`config.mk`:
```
export PLATFORM = sky130hd
export DESIGN_NAME = can_accept_filter
export DESIGN_NICKNAME = d
export VERILOG_FILES = /design/src/rtl/can_accept_pkg.sv /design/src/rtl/can_mask_regs.sv /design/src/rtl/can_mask_select.sv /design/src/rtl/can_accept_cmp.sv /design/src/rtl/can_accept_filter.sv
export SDC_FILE = /design/constraint.sdc
export NUM_CORES = 2
export LEC_CHECK = 0
export ABC_AREA = 1
export BUFFER_PORTS_ARGS = -buffer_cell sky130_fd_sc_hd__buf_2
export CORE_ASPECT_RATIO = 0.75
export CORE_MARGIN = 2
export CORE_UTILIZATION = 45
export CTS_CLUSTER_SIZE = 16
export DETAILED_ROUTE_END_ITERATION = 12
export PLACE_DENSITY = 0.75
export SLEW_MARGIN = 20
export SYNTH_ARGS = -nofsm -noshare
export SYNTH_HDL_FRONTEND = slang
export SYNTH_SLANG_ARGS = --single-unit
```
`constraint.sdc`:
```
create_clock -name clk -period 1.3 [get_ports clk]
set_input_delay 0 -clock clk [delete_from_list [all_inputs] [get_ports clk]]
set_output_delay 0 -clock clk [all_outputs]
set_load 0.005 [all_outputs]
```
`src/rtl/can_accept_pkg.sv`:
```
package can_accept_pkg;
    localparam int WORD_W   = 32;
    localparam int ID_W     = 29;
    localparam int IDE_POS  = 30;
    localparam int RTR_POS  = 31;

    typedef logic [WORD_W-1:0] word_t;

    // bits compared for buffers: identifier only
    localparam word_t BUF_COVER  = word_t'({ID_W{1'b1}});
    // bits compared for FIFO elements: identifier, IDE and RTR
    localparam word_t ELEM_COVER = BUF_COVER | (word_t'(1) << IDE_POS) | (word_t'(1) << RTR_POS);

    localparam word_t MASK_RESET = '1;

    typedef enum logic {
        MASK_SHARED    = 1'b0,
        MASK_PER_ENTRY = 1'b1
    } mask_scheme_e;

    function automatic word_t pack_frame(input logic [ID_W-1:0] id,
                                         input logic ide,
                                         input logic rtr);
        word_t w;
        w = '0;
        w[ID_W-1:0] = id;
        w[IDE_POS]  = ide;
        w[RTR_POS]  = rtr;
        return w;
    endfunction
endpackage

```
`src/rtl/can_mask_regs.sv`:
```
module can_mask_regs
    import can_accept_pkg::*;
#(
    parameter int NUM_BUF   = 16,
    parameter int NUM_ELEM  = 8,
    parameter int BUF_BASE  = 16,
    parameter int ELEM_BASE = 32,
    parameter int ADDR_W    = 6
) (
    input  logic                             clk,
    input  logic                             rst_n,
    input  logic                             freeze_i,
    input  logic                             wr_en_i,
    input  logic [ADDR_W-1:0]                wr_addr_i,
    input  word_t                            wr_data_i,
    output word_t                            glob_o,
    output word_t                            ded_a_o,
    output word_t                            ded_b_o,
    output logic [NUM_BUF-1:0][WORD_W-1:0]   ind_buf_o,
    output logic [NUM_ELEM-1:0][WORD_W-1:0]  ind_elem_o
);
    localparam logic [ADDR_W-1:0] ADR_GLOB  = ADDR_W'(0);
    localparam logic [ADDR_W-1:0] ADR_DED_A = ADDR_W'(1);
    localparam logic [ADDR_W-1:0] ADR_DED_B = ADDR_W'(2);

    logic wr_ok;
    assign wr_ok = wr_en_i & freeze_i;

    word_t glob_q, ded_a_q, ded_b_q;

    always_ff @(posedge clk or negedge rst_n) begin
        if (!rst_n) begin
            glob_q  <= MASK_RESET;
            ded_a_q <= MASK_RESET;
            ded_b_q <= MASK_RESET;
        end else if (wr_ok) begin
            if (wr_addr_i == ADR_GLOB)  glob_q  <= wr_data_i;
            if (wr_addr_i == ADR_DED_A) ded_a_q <= wr_data_i;
            if (wr_addr_i == ADR_DED_B) ded_b_q <= wr_data_i;
        end
    end

    assign glob_o  = glob_q;
    assign ded_a_o = ded_a_q;
    assign ded_b_o = ded_b_q;

    for (genvar b = 0; b < NUM_BUF; b++) begin : g_buf_mask
        localparam logic [ADDR_W-1:0] MY_ADR = ADDR_W'(BUF_BASE + b);
        word_t m_q;
        always_ff @(posedge clk or negedge rst_n) begin
            if (!rst_n)                               m_q <= MASK_RESET;
            else if (wr_ok && wr_addr_i == MY_ADR)    m_q <= wr_data_i;
        end
        assign ind_buf_o[b] = m_q;
    end

    for (genvar e = 0; e < NUM_ELEM; e++) begin : g_elem_mask
        localparam logic [ADDR_W-1:0] MY_ADR = ADDR_W'(ELEM_BASE + e);
        word_t m_q;
        always_ff @(posedge clk or negedge rst_n) begin
            if (!rst_n)                               m_q <= MASK_RESET;
            else if (wr_ok && wr_addr_i == MY_ADR)    m_q <= wr_data_i;
        end
        assign ind_elem_o[e] = m_q;
    end

    AST_NO_WRITE_OUTSIDE_FREEZE: assert property (@(posedge clk) disable iff (!rst_n)
        !freeze_i |=> ($stable(glob_o) && $stable(ded_a_o) && $stable(ded_b_o)));
    AST_NO_WRITE_IND_OUTSIDE_FREEZE: assert property (@(posedge clk) disable iff (!rst_n)
        !freeze_i |=> ($stable(ind_buf_o) && $stable(ind_elem_o)));
endmodule

```
`src/rtl/can_mask_select.sv`:
```
module can_mask_select
    import can_accept_pkg::*;
#(
    parameter int NUM_ENT = 16
) (
    input  mask_scheme_e                     scheme_i,
    input  word_t                            glob_i,
    input  word_t                            ded_a_i,
    input  word_t                            ded_b_i,
    input  logic [NUM_ENT-1:0][WORD_W-1:0]   ind_i,
    output logic [NUM_ENT-1:0][WORD_W-1:0]   mask_o
);
    localparam int IDX_A = NUM_ENT - 2;
    localparam int IDX_B = NUM_ENT - 1;

    for (genvar i = 0; i < NUM_ENT; i++) begin : g_sel
        word_t shared_m;
        if (i == IDX_A) begin : g_ded_a
            assign shared_m = ded_a_i;
        end else if (i == IDX_B) begin : g_ded_b
            assign shared_m = ded_b_i;
        end else begin : g_glob
            assign shared_m = glob_i;
        end

        always_comb begin
            unique case (scheme_i)
                MASK_SHARED:    mask_o[i] = shared_m;
                MASK_PER_ENTRY: mask_o[i] = ind_i[i];
                default:        mask_o[i] = ind_i[i];
            endcase
        end
    end
endmodule

```
`src/rtl/can_accept_cmp.sv`:
```
module can_accept_cmp
    import can_accept_pkg::*;
#(
    parameter int    NUM_ENT = 16,
    parameter word_t COVER   = BUF_COVER
) (
    input  word_t                            rx_word_i,
    input  logic                             gate_i,
    input  logic [NUM_ENT-1:0]               enable_i,
    input  logic [NUM_ENT-1:0][WORD_W-1:0]   filter_i,
    input  logic [NUM_ENT-1:0][WORD_W-1:0]   mask_i,
    output logic [NUM_ENT-1:0]               hit_o
);
    for (genvar i = 0; i < NUM_ENT; i++) begin : g_cmp
        word_t diff;
        assign diff     = (filter_i[i] ^ rx_word_i) & mask_i[i] & COVER;
        assign hit_o[i] = gate_i & enable_i[i] & ~|diff;
    end
endmodule

```
`src/rtl/can_accept_filter.sv`:
```
module can_accept_filter
    import can_accept_pkg::*;
#(
    parameter int NUM_BUF  = 16,
    parameter int NUM_ELEM = 8,
    parameter int BUF_BASE = 16,
    parameter int ELEM_BASE = BUF_BASE + NUM_BUF,
    parameter int ADDR_W   = $clog2(ELEM_BASE + NUM_ELEM)
) (
    input  logic                         clk,
    input  logic                         rst_n,
    input  logic                         freeze_i,
    input  logic                         cfg_indiv_en_i,
    input  logic                         cfg_fifo_en_i,
    input  logic                         wr_en_i,
    input  logic [ADDR_W-1:0]            wr_addr_i,
    input  logic [31:0]                  wr_data_i,
    input  logic                         rx_valid_i,
    input  logic [28:0]                  rx_id_i,
    input  logic                         rx_ide_i,
    input  logic                         rx_rtr_i,
    input  logic [NUM_BUF-1:0]           buf_enable_i,
    input  logic [NUM_BUF*32-1:0]        buf_filter_i,
    input  logic [NUM_ELEM-1:0]          elem_enable_i,
    input  logic [NUM_ELEM*32-1:0]       elem_filter_i,
    output logic [NUM_BUF-1:0]           buf_match_o,
    output logic [NUM_ELEM-1:0]          elem_match_o
);
    mask_scheme_e scheme;
    assign scheme = cfg_indiv_en_i ? MASK_PER_ENTRY : MASK_SHARED;

    word_t glob_m, ded_a_m, ded_b_m, rx_word;
    logic [NUM_BUF-1:0][WORD_W-1:0]  ind_buf_m, buf_mask, buf_filt;
    logic [NUM_ELEM-1:0][WORD_W-1:0] ind_elem_m, elem_mask, elem_filt;

    assign rx_word   = pack_frame(rx_id_i, rx_ide_i, rx_rtr_i);
    assign buf_filt  = buf_filter_i;
    assign elem_filt = elem_filter_i;

    can_mask_regs #(
        .NUM_BUF(NUM_BUF), .NUM_ELEM(NUM_ELEM),
        .BUF_BASE(BUF_BASE), .ELEM_BASE(ELEM_BASE), .ADDR_W(ADDR_W)
    ) u_regs (
        .clk(clk), .rst_n(rst_n), .freeze_i(freeze_i),
        .wr_en_i(wr_en_i), .wr_addr_i(wr_addr_i), .wr_data_i(wr_data_i),
        .glob_o(glob_m), .ded_a_o(ded_a_m), .ded_b_o(ded_b_m),
        .ind_buf_o(ind_buf_m), .ind_elem_o(ind_elem_m)
    );

    can_mask_select #(.NUM_ENT(NUM_BUF)) u_sel_buf (
        .scheme_i(scheme), .glob_i(glob_m), .ded_a_i(ded_a_m), .ded_b_i(ded_b_m),
        .ind_i(ind_buf_m), .mask_o(buf_mask)
    );

    can_mask_select #(.NUM_ENT(NUM_ELEM)) u_sel_elem (
        .scheme_i(scheme), .glob_i(glob_m), .ded_a_i(ded_a_m), .ded_b_i(ded_b_m),
        .ind_i(ind_elem_m), .mask_o(elem_mask)
    );

    can_accept_cmp #(.NUM_ENT(NUM_BUF), .COVER(BUF_COVER)) u_cmp_buf (
        .rx_word_i(rx_word), .gate_i(rx_valid_i), .enable_i(buf_enable_i),
        .filter_i(buf_filt), .mask_i(buf_mask), .hit_o(buf_match_o)
    );

    can_accept_cmp #(.NUM_ENT(NUM_ELEM), .COVER(ELEM_COVER)) u_cmp_elem (
        .rx_word_i(rx_word), .gate_i(rx_valid_i & cfg_fifo_en_i), .enable_i(elem_enable_i),
        .filter_i(elem_filt), .mask_i(elem_mask), .hit_o(elem_match_o)
    );

    AST_NO_HIT_WITHOUT_FRAME: assert property (@(posedge clk) disable iff (!rst_n)
        !rx_valid_i |-> (buf_match_o == '0 && elem_match_o == '0));
    AST_FIFO_OFF_QUIET: assert property (@(posedge clk) disable iff (!rst_n)
        !cfg_fifo_en_i |-> (elem_match_o == '0));
    AST_DISABLED_QUIET: assert property (@(posedge clk) disable iff (!rst_n)
        ((buf_match_o & ~buf_enable_i) == '0) && ((elem_match_o & ~elem_enable_i) == '0));
    AST_EXACT_ID_HITS: assert property (@(posedge clk) disable iff (!rst_n)
        (rx_valid_i && buf_enable_i[0] && buf_filter_i[28:0] == rx_id_i) |-> buf_match_o[0]);
    AST_SHARED_DEDICATED_TIE: assert property (@(posedge clk) disable iff (!rst_n)
        (scheme == MASK_SHARED) |->
        (elem_mask[NUM_ELEM-2] == buf_mask[NUM_BUF-2] && elem_mask[NUM_ELEM-1] == buf_mask[NUM_BUF-1]));
endmodule

```
; ---- Yosys cells after proc, flatten, opt, wreduce, memory -nomap -nowiden
; Cells that the tools add are included.
[word_totals]
reg_bits = 816
in_bits = 868
output_inout_bits = 24
word_cells = 253
[op_classes]
muxes = 25
n_eq_ne = 26
reduce_logical = 76
bitwise = 99
[op_table]
columns = operator, n
row1 = $pmux W29 S2, 16
row2 = $pmux W32 S2, 8
row3 = $and A29 B29 Y29, 16
row4 = $reduce_or A29 Y1, 16
row5 = $xor A29 B29 Y29, 16
row6 = $and A32 B32 Y32, 8
row7 = $xor A32 B32 Y32, 8
row8 = $reduce_or A31 Y1, 8
row9 = $eq A6 B5 Y1 const B, 16
row10 = $and A1 B1 Y1, 50
row11 = $eq A6 B6 Y1 const B, 8
row12 = $logic_and A1 B1 Y1, 24
row13 = $logic_not A1 Y1, 24
row14 = $eq A6 B1 Y1 const B, 1
row15 = $eq A6 B2 Y1 const B, 1
row16 = $logic_not A6 Y1, 1
row17 = $reduce_and A2 Y1, 3
row18 = $mux W1, 1
row19 = $not A1 Y1, 1

; ---- Depth between registers and ports, before layout
[logic_depth]
ltp_word = 7
depth_mapped = 13

; ---- Cells and area by module
; From an unflattened synthesis, not the netlist that was laid out.
[unflattened]
cells_unflattened = 9490
area_unflattened_um2 = 58382.2
[modules_own_cells]
columns = module, seq_area_each_um2, area_per_inst_um2, n_inst, cells_per_inst
row1 = can_mask_regs, 22701.8, 35276.3, 1, 3887
row2 = can_accept_cmp at u_cmp_buf, 0.0, 10209.8, 1, 2457
row3 = can_accept_cmp at u_cmp_elem, 0.0, 5320.1, 1, 1275
row4 = can_mask_select at u_sel_buf, 0.0, 4994.8, 1, 1220
row5 = can_mask_select at u_sel_elem, 0.0, 2570.0, 1, 648
row6 = can_accept_filter, 0.0, 11.3, 1, 3

; ---- Worst setup path before layout
; Ideal clock, no wire load.
[synth_path]
path_type = reg-to-output
startpoint = register u_regs.glob_q[27] (netlist: u_regs.glob_o[27])
endpoint = output buf_match_o[4]
arrival_time_ps = 1179
n_path_buf = 1
stages_incl_launch_ff = 11
required_time_ps = 1300
slack_ps = 121
path_cell_list = dfstp_2 nand2_1 clkbuf_1 nand2_1 nand2_1 nand2_1 inv_1 nand2_1 nor2_1 nand2_1 nor2_1
[synth_via]
elab_chain_cells = 5
[synth_lines]
columns = element, line
row1 = from (decl), can_mask_regs.sv:29  ; word_t glob_q, ded_a_q, ded_b_q;
row2 = from (signal assigned), can_mask_regs.sv:37  ; if (wr_addr_i == ADR_GLOB) glob_q <= wr_data_i;
row3 = $pmux W29 S2, can_mask_select.sv:27  ; unique case (scheme_i)
row4 = $and A29 B29 Y29, can_accept_cmp.sv:16  ; assign diff = (filter_i[i] ^ rx_word_i) & mask_i[i] & COVER;
row5 = $reduce_or A29 Y1, can_accept_cmp.sv:17  ; assign hit_o[i] = gate_i & enable_i[i] & ~|diff;
row6 = $logic_not A1 Y1, can_accept_cmp.sv:17
row7 = $and A1 B1 Y1, can_accept_cmp.sv:17
row8 = to (decl), can_accept_filter.sv:26  ; output logic [NUM_BUF-1:0] buf_match_o,
; Every way passes these cells.

; ---- Final worst setup path
[layout_path]
startpoint = register u_regs.glob_q[28] (netlist: u_regs.glob_o[28])
endpoint = output buf_match_o[4]
; Same word-level chain as after synthesis.

==> summary.txt <==
outcome = finished, violations left
failing checks = setup timing
vias = 59.2k
Tightest Pin Transition = 1000 ps
DR DRC count = 0
min cycle time layout = 2380 ps
power share of the clock group = 35.3%
core area = 116000 µm²
most frequent cells in the layout = nand2_1, buf_2, dfstp_2
share of cells above drive strength 1 = 28.1%
Worst EP required = 1300 ps
Area Growth Syn to Fin = 28.6%
sw frac = 31.7%
clk_lat worst skew = 680 ps
skew final = 0 ps
global-route wire length before repair = 344 mm
FILL cells = 11.0k
final setup vio count = 26
vias per cell = 5.22
initial antenna violation count = 81
# clock sinks = 805
RSZ-0062 raised after global routing = true
TritonRoute pass-1 iters = 8
Multi-input gate area = 27200 µm²
max-cap violations = 0
Power Internal = 49.4 mW
Critical Path AT = 2380 ps
Logic pwr share = 23.5%
commonest non-fill, non-tap cell in the layout = nand2_1
Synthesized Nets = 9505
Warnings, synthesis = 0
Pleak = 38.2 nW
post-synthesis sequential area ratio = 40.2%
setup TNS = -22960 ps
Mapped Cells = 8637
die area = 120000 µm²
die height = 300 µm
Post-Place Worst Slack = -812 ps
Die Span X = 399 µm
total CTS buffers = 85
final WL = 244 mm
# IOs = 892
# port buffers = 834
DR iter-0 viols = 6701
Final Hold Fails = 0
Worst Setup Start Kind = flip-flop
WL/cell = 21.6 µm
Flop pwr share = 41.2%
post-DP HPWL = 186 mm
Initial Util = 45.4%
max-slew violations = 0
Distinct cells, synth = 25
H-tree depth = 3
Antenna Nets Post-Route = 0
number of global-route vias before repair = 54.1k
Reg clk slew, reported paths = 60 ps
Rows = 108
final-stage net count = 10.5k
max_slew headroom = 32.9%
Power Dens Cells = 1070 nW/µm²
fin crit share = 183%
gr usage total = 39.0%
VDD IR-drop max = 0.000926 V
HP Class = in2reg
CP endpoint kind = output port
clk root buf = clkbuf_16
Syn Area/Cell = 6.09 µm²
largest net degree at the start of global routing = 89
CTS Buffer Depth = 3
RePlAce Congestion = 1.01
register bit total from synthesis = 805
net switching power = 22.9 mW
CP Class = reg2out
Max Fanout on Critical Path = 7
total gr overflow = 0
Max Clk Rate = 420 MHz
Post-Syn Area = 52600 µm²
CTS tree = built
PnR worst setup slack = -1080 ps
Reg area = 21200 µm²
==> state kept, by name, summed over array words and instances (netlist names) <==
name and cells:
u_regs.glob_o 31, u_regs.ded_b_o 31, u_regs.ded_a_o 31, u_regs.g_buf_mask.m_q 464
u_regs.g_elem_mask.m_q 248
==> metal layers <==
metal	GRT usage, %	vias up	routed length (µm)	part of all wire [%]
met5	0	-	87	0.036
met4	22.7	16	15800	6.5
met3	7.38	624	24600	10
met2	57.7	3243	105000	43
met1	53.4	27339	98900	41
li1	-	27928	-	-
==> through the flow <==
stage / total power, mW / instance area [µm²] / std cells / utilization [%] / hold WS (ps)
after global routing: 75.2 / 67600 / 11315 / 58.4 / 58.6
after detailed placement: 45.7 / 62400 / 11038 / 53.9 / 130
final: 72.3 / 67600 / 11332 / 58.4 / 26.2
after floorplan: 37.5 / 52600 / 8637 / - / -148
after global placement: 45.3 / 62400 / 11038 / 53.9 / 126
after CTS: 71.9 / 66800 / 11248 / 57.7 / 2.96
==> final timing paths <==
| path | from | to | slack, ps | cells past startpoint |
|---|---|---|---|---|
| setup / recovery | u_regs.glob_o[28] | buf_match_o[4] | -1080 | 9 |
| hold / removal | wr_addr_i[2] | u_regs.g_buf_mask[15].m_q[23] | 30 | 6 |
| setup reg to reg | u_regs.glob_o[24] | u_regs.glob_o[24] | 450 | 3 |
| hold reg to reg | u_regs.ded_b_o[21] | u_regs.ded_b_o[21] | 470 | 2 |
| max in group asynchronous | rst_n | u_regs.g_elem_mask[3].m_q[14] | 450 | 3 |
| min in group asynchronous | rst_n | u_regs.g_elem_mask[1].m_q[17] | 210 | 3 |
==> cell type report <==
type	instances	share of cell area [%]
inverters	763	4.24
repair buffers	1448	16.9
well taps	1540	2.85
flip-flops and latches	805	31.3
clock inverters	32	0.524
diodes	68	0.252
clock buffers	119	3.66
multi-input cells	6557	40.3
==> logic make-up (layout without fill, tap and decap cells) <==
logic type	count (synthesis)	in the layout	share of synthesized area [%]
compound gates	853	853	8.12
other cells	0	68	0
simple gates	5663	5663	41.1
flops	805	805	40.2
buf+inv	1275	2362	9.89
xor+xnor	41	41	0.683
==> worst max-delay path, stage by stage (launching register included) <==
cell     delay, ps
dfstp_2        380
nand2_2        110
buf_12         140
nand2_1         50
a21oi_1        270
nand2_2        120
nor2_4         150
nand2_2         80
nor2_4         250
buf_6          160
==> cells in the mapped netlist <==
library cell	instances	area (µm²)
a21oi_1	24	120
buf_1	4	15.0
buf_2	177	886
buf_4	8	60.1
buf_6	22	248
clkbuf_1	301	1130
clkinv_1	2	7.51
dfstp_2	805	21200
inv_1	756	2840
inv_2	4	15.0
inv_4	1	6.26
nand2_1	5057	19000
nand2_2	6	37.5
nand3_1	74	370
nand3_2	4	40.0
nand4_1	9	56.3
nor2_1	435	1630
nor2_2	6	37.5
nor2_4	1	11.3
nor3_1	2	10.0
nor3_4	1	16.3
o21ai_0	750	3750
o21ai_1	79	395
or2_2	68	425
xor2_1	41	359
==> power groups by stage <==
stage,logic (mW),clock network (mW),registers [mW]
final,17.0,25.6,29.8
after global routing,18.5,26.7,30.0
after CTS,16.5,25.6,29.7
after detailed placement,15.6,0,30.0
after global placement,15.4,0,30.0
after floorplan,7.79,0,29.7
==> repair_timing <==
item,4_1_cts,5_1_grt
gates resized for setup,305,167
setup endpoints to repair,24,432
buffers inserted,20,6
hold endpoints to repair,1563,0
cloned,5,12
hold buffers,37,0
pin swaps,85,65
Power figures use the tool's default switching activity.
